[config.mk]
export PLATFORM = sky130hd
export DESIGN_NAME = pc_burst_sched
export DESIGN_NICKNAME = d
export VERILOG_FILES = /design/src/rtl/pcs_pkg.sv /design/src/rtl/pcs_chan_timer.sv /design/src/rtl/pcs_txn_table.sv /design/src/rtl/pc_burst_sched.sv
export SDC_FILE = /design/constraint.sdc
export NUM_CORES = 1
export LEC_CHECK = 0
export BUFFER_PORTS_ARGS = -buffer_cell sky130_fd_sc_hd__buf_4
export CORE_ASPECT_RATIO = 0.7
export CORE_MARGIN = 3
export CORE_UTILIZATION = 25
export DETAILED_ROUTE_END_ITERATION = 10
export PLACE_DENSITY_LB_ADDON = 0.08
export SYNTH_ARGS = -nofsm -noshare
export SYNTH_HDL_FRONTEND = slang
export SYNTH_SLANG_ARGS = --single-unit
[constraint.sdc]
create_clock -name clk -period 12.2 [get_ports clk]
set_clock_uncertainty 0.2 [all_clocks]
set_input_delay 1.83 -clock clk [delete_from_list [all_inputs] [get_ports clk]]
set_output_delay 1.83 -clock clk [all_outputs]
set_load 0.005 [all_outputs]
[src/rtl/pcs_pkg.sv]
package pcs_pkg;

  localparam int CYC_W = 32;
  typedef logic [CYC_W-1:0] cyc_t;

  typedef enum logic [1:0] {
    TX_FREE = 2'd0,
    TX_OPEN = 2'd1,
    TX_WAIT = 2'd2
  } txn_st_e;

  function automatic cyc_t max_cyc(cyc_t a, cyc_t b);
    return (a > b) ? a : b;
  endfunction

  // turnaround cost: only when a direction is on record and differs
  function automatic cyc_t turn_cost(logic seen, logic last_wr, logic wr, cyc_t pen);
    return (seen && (last_wr != wr)) ? pen : '0;
  endfunction

  // commit window end for one flit on one channel
  function automatic cyc_t commit_finish(cyc_t arrive, cyc_t busy, cyc_t pen, cyc_t burst);
    return max_cyc(arrive, busy) + pen + burst;
  endfunction

endpackage

[src/rtl/pcs_chan_timer.sv]
module pcs_chan_timer
  import pcs_pkg::*;
#(
  parameter int NUM_CH    = 8,
  parameter int BURST_CYC = 8,
  parameter int TURN_CYC  = 0,
  localparam int CH_W     = $clog2(NUM_CH)
) (
  input  logic            clk,
  input  logic            rst_n,
  input  logic            fire,
  input  logic [CH_W-1:0] ch,
  input  logic            wr,
  input  cyc_t            arrive,
  output cyc_t            finish,
  output cyc_t            busy_sel
);

  cyc_t busy_q [NUM_CH];
  cyc_t pen;

  assign busy_sel = busy_q[ch];
  assign finish   = commit_finish(arrive, busy_sel, pen, cyc_t'(BURST_CYC));

  always_ff @(posedge clk) begin
    if (!rst_n) begin
      for (int i = 0; i < NUM_CH; i++) busy_q[i] <= '0;
    end else if (fire) begin
      busy_q[ch] <= finish;
    end
  end

  generate
    if (TURN_CYC == 0) begin : g_no_turn
      assign pen = '0;
    end else begin : g_turn
      logic [NUM_CH-1:0] seen_q;
      logic [NUM_CH-1:0] lwr_q;
      assign pen = turn_cost(seen_q[ch], lwr_q[ch], wr, cyc_t'(TURN_CYC));
      always_ff @(posedge clk) begin
        if (!rst_n) begin
          seen_q <= '0;
          lwr_q  <= '0;
        end else if (fire) begin
          seen_q[ch] <= 1'b1;
          lwr_q[ch]  <= wr;
        end
      end
    end
  endgenerate

endmodule

[src/rtl/pcs_txn_table.sv]
module pcs_txn_table
  import pcs_pkg::*;
#(
  parameter int TAG_W  = 2,
  localparam int NUM_TAG = 1 << TAG_W
) (
  input  logic             clk,
  input  logic             rst_n,
  input  cyc_t             now,
  input  logic [TAG_W-1:0] q_tag,
  output logic             q_first,
  output logic             q_wait,
  input  logic             acc_fire,
  input  logic             acc_last,
  input  cyc_t             acc_finish,
  output logic             done_valid,
  output logic [TAG_W-1:0] done_tag,
  output cyc_t             done_lf
);

  txn_st_e st_q [NUM_TAG];
  cyc_t    lf_q [NUM_TAG];

  logic             due_any;
  logic [TAG_W-1:0] due_idx;

  assign q_first = (st_q[q_tag] == TX_FREE);
  assign q_wait  = (st_q[q_tag] == TX_WAIT);

  // lowest waiting tag whose finish time has been reached
  always_comb begin
    due_any = 1'b0;
    due_idx = '0;
    for (int i = NUM_TAG - 1; i >= 0; i--) begin
      if (st_q[i] == TX_WAIT && lf_q[i] <= now) begin
        due_any = 1'b1;
        due_idx = TAG_W'(i);
      end
    end
  end

  always_ff @(posedge clk) begin
    if (!rst_n) begin
      for (int i = 0; i < NUM_TAG; i++) begin
        st_q[i] <= TX_FREE;
        lf_q[i] <= '0;
      end
      done_valid <= 1'b0;
      done_tag   <= '0;
      done_lf    <= '0;
    end else begin
      done_valid <= due_any;
      done_tag   <= due_idx;
      done_lf    <= lf_q[due_idx];
      if (due_any) st_q[due_idx] <= TX_FREE;
      if (acc_fire) begin
        st_q[q_tag] <= acc_last ? TX_WAIT : TX_OPEN;
        lf_q[q_tag] <= q_first ? acc_finish : max_cyc(lf_q[q_tag], acc_finish);
      end
    end
  end

endmodule

[src/rtl/pc_burst_sched.sv]
module pc_burst_sched
  import pcs_pkg::*;
#(
  parameter int ADDR_W      = 37,
  parameter int NUM_CH      = 8,
  parameter int BURST_BYTES = 256,
  parameter int BURST_CYC   = 8,
  parameter int TURN_CYC    = 0,
  parameter int OVH_CYC     = 0,
  parameter int TAG_W       = 3
) (
  input  logic             clk,
  input  logic             rst_n,
  input  logic             in_valid,
  output logic             in_ready,
  input  logic [ADDR_W-1:0] in_addr,
  input  logic             in_wr,
  input  logic [TAG_W-1:0] in_tag,
  input  logic             in_last,
  output logic             done_valid,
  output logic [TAG_W-1:0] done_tag
);

  localparam int CH_W  = $clog2(NUM_CH);
  localparam int OFF_W = $clog2(BURST_BYTES);

  cyc_t            now_q;
  logic            acc_fire;
  logic [CH_W-1:0] acc_ch;
  cyc_t            acc_arrive;
  cyc_t            acc_finish;
  cyc_t            acc_busy;
  logic            tag_first;
  logic            tag_wait;
  cyc_t            done_lf;

  function automatic logic [CH_W-1:0] chan_of(logic [ADDR_W-1:0] a);
    return CH_W'((a >> OFF_W) & ADDR_W'(NUM_CH - 1));
  endfunction

  always_ff @(posedge clk) begin
    if (!rst_n) now_q <= '0;
    else        now_q <= now_q + 1'b1;
  end

  assign in_ready   = !tag_wait;
  assign acc_fire   = in_valid && in_ready;
  assign acc_ch     = chan_of(in_addr);
  assign acc_arrive = tag_first ? now_q + cyc_t'(OVH_CYC) : now_q;

  pcs_chan_timer #(
    .NUM_CH   (NUM_CH),
    .BURST_CYC(BURST_CYC),
    .TURN_CYC (TURN_CYC)
  ) u_chan (
    .clk     (clk),
    .rst_n   (rst_n),
    .fire    (acc_fire),
    .ch      (acc_ch),
    .wr      (in_wr),
    .arrive  (acc_arrive),
    .finish  (acc_finish),
    .busy_sel(acc_busy)
  );

  pcs_txn_table #(
    .TAG_W(TAG_W)
  ) u_tab (
    .clk       (clk),
    .rst_n     (rst_n),
    .now       (now_q),
    .q_tag     (in_tag),
    .q_first   (tag_first),
    .q_wait    (tag_wait),
    .acc_fire  (acc_fire),
    .acc_last  (in_last),
    .acc_finish(acc_finish),
    .done_valid(done_valid),
    .done_tag  (done_tag),
    .done_lf   (done_lf)
  );

endmodule

# After elaboration in Yosys (flattened, before gate mapping)
# Memories as Yosys holds them, arrays and structs flattened.
# Cells that the tools add are included.
# totals
register_bits,36
ram_bits,528
input_bits,45
output_inout_bits,5
wordCells,81
mem_count,3
# classes
addsub,2
n_lt_le_gt_ge,10
eq_ne,9
muxes,39
n_reduce_logical,15
# mem_list
memory,words,width,rd,rd_ports_with_merged_regs,wr,line,source
u_chan.busy_q,8,32,1,0,8,pcs_chan_timer.sv:19,cyc_t busy_q [NUM_CH];
u_tab.lf_q,8,32,9,0,8,pcs_txn_table.sv:22,cyc_t lf_q [NUM_TAG];
u_tab.st_q,8,2,9,0,8,pcs_txn_table.sv:21,txn_st_e st_q [NUM_TAG];
# op_table
operator,count
$le A32 B32 Y1,8
$mux W32,5
$gt A32 B32 Y1,2
$reduce_or A32 Y1,2
$mux W3,12
$add A32 B1 Y32 const B,1
$add A32 B4 Y32 const B,1
$mux W1,19
$eq A2 B2 Y1 const B,9
$logic_and A1 B1 Y1,9
$mux W2,3
$reduce_or A2 Y1,2
$logic_not A2 Y1,1
$logic_not A1 Y1,1

# Longest topological paths before layout
# Gate-level depths: netlist of the first run.
# An unclocked memory read counts as a cell.
# depth
word_depth,16
depth_mapped,39

# Hierarchy
# Synthesis of the first run repeated with hierarchy kept, for this count alone.
# hier_totals
hier_cells,3667
area_unflattened_um2,37729.9
# by_module_without_submodules
module,instances,cells_each,area_per_inst_um2,seq_area_each_um2
pcs_txn_table,1,2247,22166.3,8888.5
pcs_chan_timer,1,1249,14096.0,7687.4
pc_burst_sched,1,171,1467.7,640.6

# Worst setup path before layout of the first run
# Ideal clock, no wire load.
# synth_path
kind,input-to-reg
startpoint,input in_addr[10]
endpoint,memory u_tab.lf_q[0][22] (netlist name) (data pin)
arrival_ns,9.394
required_ns,11.728
slack_ns,2.334
path_stages,37
cell_sequence,buf_6 > buf_6 > buf_8 > buf_4 > buf_2 > mux2_2 > a221oi_1 > o221ai_1 > inv_1 > ha_1 > nor2b_1 > o211ai_1 > a2111oi_0 > o41ai_2 > and2_0 > clkbuf_1 > buf_4 > buf_4 > a21oi_2 > ha_1 > clkbuf_1 > nand2_1 > or3_1 > a211oi_1 > a41o_4 > o21ai_4 > xnor2_4 > buf_6 > ha_1 > nand3_1 > nor4_1 > nand3_1 > or3_1 > o311ai_1 > buf_1 > mux2i_1 > nor2_1
# synth_lines
element,line,source
"start, declared",pc_burst_sched.sv:16,"input logic [ADDR_W-1:0] in_addr,"
"end, declared",pcs_txn_table.sv:22,

==> results of run 1 <==
## worst min path at each step
stage,slack (ns),depth (start not counted),end
finish,0.32,2,now_q[23]
global route,0.37,2,now_q[22]
CTS,0.33,2,now_q[23]
detailed placement,0.32,2,now_q[23]
global placement,0.31,2,now_q[23]
floorplan,0.28,2,now_q[23]
## cell type report
type / count / area share [%]
Sequential cell: 564 / 43.8
Multi-Input combinational cell: 2152 / 40.6
Tap cell: 1736 / 5.74
Clock buffer: 94 / 5.06
Timing Repair Buffer: 144 / 3.09
Clock inverter: 32 / 0.863
Inverter: 80 / 0.794
Antenna cell: 1 / 0.00661
## metal layers
metal	vias up	track usage (%)
met3	132	2.92
met5	-	0
met4	4	3.76
met1	12731	30.5
met2	729	28.6
li1	11212	-
## logic make-up after synthesis
| family | count (synthesis) | share of synthesized area, % |
|---|---|---|
| xor gates and xnor gates | 69 | 1.97 |
| buffers and inverters | 226 | 3.42 |
| adders and majority gates | 323 | 12.3 |
| and+or+nand+nor | 1086 | 14.9 |
| muxes | 108 | 5.01 |
| AOI/OAI and AO/OA | 566 | 12.1 |
| DFF | 564 | 50.3 |
## cell usage after synthesis, types with 16 or more instances
cell type,number
nor2_1,618
a22oi_1,138
clkbuf_1,98
inv_1,71
ha_1,323
dfxtp_1,36
o21ai_0,59
a211oi_1,35
mux2i_1,33
a21oi_1,119
a21o_1,80
nand4_1,104
nor3_1,37
nand3_1,42
edfxtp_1,528
nor4_1,21
xnor2_1,63
nor2b_1,22
a221oi_1,16
mux4_2,38
nand2_1,137
buf_6,19
mux2_2,27
## state kept, by name, indices dropped and copies added (netlist names)
name              flops
u_tab.lf_q          256
u_tab.done_valid      1
u_tab.done_tag        3
u_chan.busy_q       256
now_q                32
u_tab.st_q           16
## per-stage QoR
stage | setup WS, ns | std cells
finish | 1.90 | 4803
global route | 1.46 | 4802
CTS | 2.05 | 4802
detailed placement | 1.36 | 4676
global placement | 1.34 | 4676
floorplan | 2.33 | 2942
## critical path: cells and delay by family
family          cells  cell delay [ns]
fa+ha+maj           3             0.90
simple gates       11             2.86
compound gates      6             1.18
mux                 3             1.24
buf+inv             8             2.20
xor+xnor            1             0.14
## report_power, final
group | internal, mW | switching (mW) | total, mW
combinational | 0.264 | 0.530 | 0.794
sequential | 2.20 | 0.0480 | 2.25
clock | 1.23 | 0.880 | 2.11
total | 3.69 | 1.46 | 5.15
==> impl_metrics.toml, run 1 <==
[status]
outcome = "finished clean"

[sta]
finalSetupViolations = 0
maxSlewHeadroom_pct = 16.2
hold_viol = 0
rsz0062_at_grt = "false"
fin_crit_sh_pct = 84.4
fmax_mhz = 97.1
tightest_slew_ns = 1.25
holdWs_ns = 0.322
fin_tns_setup_ns = 0
slew_violations = 0
fin_crit_ns = 10.30

[route]
highest_layer = "met5"
met2_length_um = 55900
drt_pass1_iterations = 5
wl_met3_um = 7370
via_per_inst = 5.17
routed_wl_um = 134000
drc = 0
ant_nets = 0
drtIter0Drc = 2422
wl_met1_um = 69000
vias = 24808
wl_per_cell_um = 28.0

[worst_setup_path]
cp.arrival_ns = 10.47
regToRegSetupSlack_ns = 3.72
endpoint_kind = "register"
crit_fanout = 50
cp_slowest_cell = "mux2i_1"
startpoint = "in_addr[10]"
crit-reg2reg-launch = "u_chan.busy_q[4][13]"
r2r-end = "u_tab.lf_q[5][6]"
slowest_delay_ns = 0.66
cp.required_ns = 12.37
endpoint = "u_tab.lf_q[5][6]"
critPathKind = "in2reg"
start_kind = "primary input"
crit_top_cell = "buf_4"
reg2reg_depth = 30

[final_layout]
syn_to_final_growth_pct = 14.9
multi_input_area_um2 = 15400
layout_commonest_cell = "nor2_1"
post-route-util_pct = 29.2
nFillCells = 13351
final_nets = 3379
layout-drive-gt1-share_pct = 13.3
finalInstanceArea_um2 = 37800
layout_common_cells = "nor2_1, edfxtp_1, ha_1"
regArea_um2 = 16600

[synth]
yosysTopAreaCell = "edfxtp_1"
netlist.area_leader.share_pct = 48.1
synth_warnings = 0
synth.yosys.seq_area_share_pct = 50.3
syn-instance-count = 2942
ys_ff_latch = 564
synthesis.area_um2 = 32900
synth-edff-count = 528
syn_nets = 3310
syn_area_per_cell_um2 = 11.2
ys_types = 97
yosys_most_used_dff = "edfxtp_1"
async_flop_share_pct = 0
synth_top_cells_by_area = "edfxtp_1, ha_1, nor2_1"

[die]
fp.dieH_um = 310
dieArea_um2 = 136000
rows = 110
start_util_pct = 25.4
num_io_pins = 50
core-area_um2 = 130000
die_w_um = 440

[clock_tree]
post_cts_buffers = 0
h-tree-depth = 3
cts-root-buf = "clkbuf_16"
cts-hold-fix-buffers = 0
cts.sinks = 564
cts_max_path_buffers = 3
insertion_delay_ns = 0.65
tritoncts = "yes"
cts-buffers-inserted = 69
cts.reportedPaths.clkPinSlew_ns = 0.05
post_cts_resized = 0

[min_path]
hp-class = "reg2reg"
hold_start = "now_q[23]"

[placed_design]
gp_congestion = 0.848
port_buffers = 14
dpl_cell_area_um2 = 35600
hpwl_um = 92400

[global_route]
antenna_found_initial = 2
grt_first_pass_wirelength_um = 190000
grt_start_max_net_pins = 51
first_global_vias = 24926
track_usage_pct = 19.6
grt-ovfl-total = 0

[power]
powerDensity_nw_per_um2 = 136
leakagePower_nw = 13.9
ir_drop_mv = 0.0771
finalPower_mw = 5.15

[run]
max_cap_viol_count = 0
Power figures use the tool's default switching activity.
==> inputs of run 2 (changes only) <==
clock period = 9 ns   (was 12.2 ns; I/O delays follow)
==> impl_metrics.toml, run 2 (synthesized netlist as in run 1, its figures left out) <==
[final_layout]
nFillCells = 13336
layout-drive-gt1-share_pct = 17.5
layout_commonest_cell = "nor2_1"
post-route-util_pct = 30.0
layout_common_cells = "nor2_1, edfxtp_1, ha_1"
final_nets = 3513
syn_to_final_growth_pct = 18.1
reg_top3 = "u_chan.busy_q x256, u_tab.lf_q x256, now_q x32"

[sta]
holdWs_ns = 0.320
finalSetupViolations = 0
fmax_mhz = 113
fin_crit_sh_pct = 98.4
fin_tns_setup_ns = 0
maxSlewHeadroom_pct = 19.3
tightest_slew_ns = 1.20
slew_violations = 0
fin_crit_ns = 8.85
setup_slack_ns = 0.148
hold_viol = 0

[worst_setup_path]
slowest_delay_ns = 0.54
cp_slowest_cell = "or3_1"
reg2reg_depth = 30
endpoint_kind = "register"
start_kind = "primary input"
cp.required_ns = 9.17
crit_fanout = 23
critPathKind = "in2reg"
crit_top_cell = "buf_4"
cp.arrival_ns = 9.02

[route]
drtIter0Drc = 2490
wl_per_cell_um = 28.3
drt_pass1_iterations = 5
via_per_inst = 5.21
drc = 0
routed_wl_um = 139000
ant_nets = 0
vias = 25668

[die]
die_w_um = 440
num_io_pins = 50
start_util_pct = 25.4
fp.dieH_um = 310
rows = 110
dieArea_um2 = 136000
core-area_um2 = 130000

[run]
max_cap_viol_count = 0

[placed_design]
hpwl_um = 98200
port_buffers = 14
dpl_worst_slack_ns = -0.798
gp_congestion = 0.884

[min_path]
hold_depth = 2
hp-class = "reg2reg"

[global_route]
grt_start_max_net_pins = 36
track_usage_pct = 20.2
first_global_vias = 25239
antenna_found_initial = 4
grt-ovfl-total = 0
grt_first_pass_wirelength_um = 193000

[clock_tree]
cts_max_path_buffers = 3
cts.sinks = 564
insertion_delay_ns = 0.65
cts-hold-fix-buffers = 0
post_cts_buffers = 0
cts.reportedPaths.clkPinSlew_ns = 0.06
cts-buffers-inserted = 67
h-tree-depth = 3
tritoncts = "yes"
cts-root-buf = "clkbuf_16"

[power]
ir_drop_mv = 0.125
powerDensity_nw_per_um2 = 180
leakagePower_nw = 14.5

[status]
outcome = "finished clean"
## run 2: cell type report
cell class	count	area, um^2	share of cell area, %
Sequential cell	564	16600	42.6
Multi-Input combinational cell	2152	15500	39.8
Timing Repair Buffer	280	2260	5.80
Tap cell	1736	2170	5.59
Clock buffer	82	1790	4.59
Clock inverter	35	322	0.827
Inverter	80	300	0.772
Antenna cell	1	2.50	0.00644
## run 2: final timing paths
| kind | to | slack [ns] | start |
|---|---|---|---|
| min reg2reg | now_q[23] | 0.32 | now_q[23] |
| max | u_tab.lf_q[3][1] | 0.15 | in_addr[9] |
| max reg2reg | u_tab.lf_q[3][1] | 1.03 | u_chan.busy_q[7][23] |
| min | now_q[23] | 0.32 | now_q[23] |
## run 2: what timing repair did
action / 4_1_cts / 5_1_grt
pin swaps: 0 / 3
endpoints found under the setup margin: 96 / 256
resized for setup: 1 / 18
## run 2: routing by layer
metal	track usage, %	up-vias	part of all wire [%]
li1	-	11482	-
met2	28.0	871	40
met1	31.5	13161	51
met3	4.11	154	7.0
met4	4.83	0	2.2
met5	0	-	0
## run 2: worst max-delay path: cells and delay by family
kind | cells | cell delay (ns)
AOI/OAI and AO/OA | 6 | 1.18
buffers and inverters | 12 | 2.24
and+or+nand+nor | 10 | 2.43
xor gates and xnor gates | 1 | 0.06
muxes | 3 | 0.90
adders and majority gates | 3 | 0.80
## run 2: report_power, final
part | internal, mW | switching [mW]
clock | 1.58 | 1.19
combinational | 0.419 | 0.753
sequential | 2.98 | 0.0647
total | 4.98 | 2.01
## run 2: stage by stage
| step | instance area, um^2 | power (mW) | cells |
|---|---|---|---|
| final | 38900 | 6.99 | 4930 |
| after global routing | 38900 | 7.27 | 4929 |
| after CTS | 38800 | 7.07 | 4929 |
| after detailed placement | 36700 | 4.27 | 4812 |
| after global placement | 36700 | 4.26 | 4812 |
| after floorplan | 33000 | 3.68 | 2942 |
==> inputs of run 3 (changes only) <==
BUFFER_PORTS_ARGS = -buffer_cell sky130_fd_sc_hd__buf_2   (was -buffer_cell sky130_fd_sc_hd__buf_4)
==> impl_metrics.toml, run 3 (synthesized netlist as in run 1, its figures left out) <==
[status]
outcome = "finished clean"

[route]
drtIter0Drc = 2436
ant_nets = 0
drc = 0
via_per_inst = 5.22
wl_per_cell_um = 28.5
vias = 25790
routed_wl_um = 141000
drt_pass1_iterations = 5

[global_route]
track_usage_pct = 20.5
antenna_found_initial = 5
grt_start_max_net_pins = 36
first_global_vias = 25512
grt-ovfl-total = 0
grt_first_pass_wirelength_um = 197000

[clock_tree]
cts-buffers-inserted = 68
h-tree-depth = 3
cts-hold-fix-buffers = 0
post_cts_buffers = 0
tritoncts = "yes"
cts_max_path_buffers = 3
cts-root-buf = "clkbuf_16"
insertion_delay_ns = 0.66
cts.reportedPaths.clkPinSlew_ns = 0.06
cts.sinks = 564

[sta]
tightest_slew_ns = 1.28
fin_crit_ns = 8.68
rsz0062_at_grt = "false"
hold_viol = 0
holdWs_ns = 0.331
maxSlewHeadroom_pct = 13.9
finalSetupViolations = 0
fin_tns_setup_ns = 0
slew_violations = 0
fmax_mhz = 115
fin_crit_sh_pct = 96.4

[placed_design]
placed_cells = 4815
port_buffers = 14
gp_congestion = 0.891
hpwl_um = 99300

[run]
max_cap_viol_count = 0

[die]
rows = 110
dieArea_um2 = 136000
fp.dieH_um = 310
start_util_pct = 25.4
core-area_um2 = 130000
die_w_um = 440
num_io_pins = 50

[worst_setup_path]
cp.arrival_ns = 8.85
crit_fanout = 23
critPathKind = "in2reg"
cp.required_ns = 9.17
slowest_delay_ns = 0.53
endpoint_kind = "register"
crit_top_cell = "buf_4"
cp_slowest_cell = "or4b_1"
start_kind = "primary input"

[final_layout]
syn_to_final_growth_pct = 18.7
final_nets = 3517
layout_commonest_cell = "nor2_1"
regArea_um2 = 16600
multi_input_area_um2 = 15500
stdcell_count = 4940
reg_top3 = "u_chan.busy_q x256, u_tab.lf_q x256, now_q x32"
layout_common_cells = "nor2_1, edfxtp_1, ha_1"
layout-drive-gt1-share_pct = 17.9
nFillCells = 13322
post-route-util_pct = 30.2

[power]
finalPower_mw = 7.15
ir_drop_mv = 0.142
powerDensity_nw_per_um2 = 183
leakagePower_nw = 14.6

[min_path]
hp-class = "reg2reg"
run 3: cell types whose count changed in the layout (fill, tap and decap cells not counted), sizes merged:
cell	change
clkinv	-6
clkbuf	+11
buf	+2
inv	+2
bufinv	+3
clkinvlp	-2
run 3: power breakdown:
part / internal (mW) / total (mW) / switching, mW
combinational: 0.426 / 1.18 / 0.751
sequential: 2.98 / 3.05 / 0.0654
clock: 1.73 / 2.92 / 1.19
total: 5.14 / 7.15 / 2.01
run 3: what timing repair did:
action | CTS | global route
gates resized for setup | 2 | 23
pin swaps | 1 | 1
cloned | 0 | 0
endpoints found under the setup margin | 256 | 256
run 3: critical path: cells and delay by family:
family,cells,cell delay (ns)
compound gates,10,1.77
simple gates,10,2.57
buf+inv,11,2.19
fa+ha+maj,3,0.86
run 3: final cells by class:
cell class                 count  area share (%)
clock inverter                32            1.02
antenna                        1         0.00640
clock buffer                  92            4.82
multi-input combinational   2152            39.5
sequential                   564            42.4
inverter                      80           0.774
tap                         1736            5.55
timing repair buffer         283            5.90
run 3: path summary, 6_finish.rpt:
path	start	endpoint	slack (ns)	cells after the start
setup / recovery	in_addr[8]	u_tab.lf_q[5][4]	0.32	34
hold / removal	now_q[23]	now_q[23]	0.33	2
setup reg to reg	u_chan.busy_q[1][23]	u_tab.lf_q[5][4]	1.23	30
hold reg to reg	now_q[23]	now_q[23]	0.33	2
run 3: layer usage:
layer  global-route usage [%]  vias up  share of wire, %  routed length [um]
met2                     28.9      855                40               56900
li1                         -    11478                 -                   -
met1                     32.7    13310                52               72900
met5                        0        -            0.0085                  12
met3                     3.11      145               6.4                9050
met4                     3.79        2               1.5                2100
run 3: per-stage QoR:
stage / area, um^2 / setup slack, ns
floorplan: 33000 / 0.0239
global placement: 36700 / -0.989
detailed placement: 36700 / -0.962
CTS: 39000 / 0.00627
global route: 39100 / 0.0249
finish: 39100 / 0.325
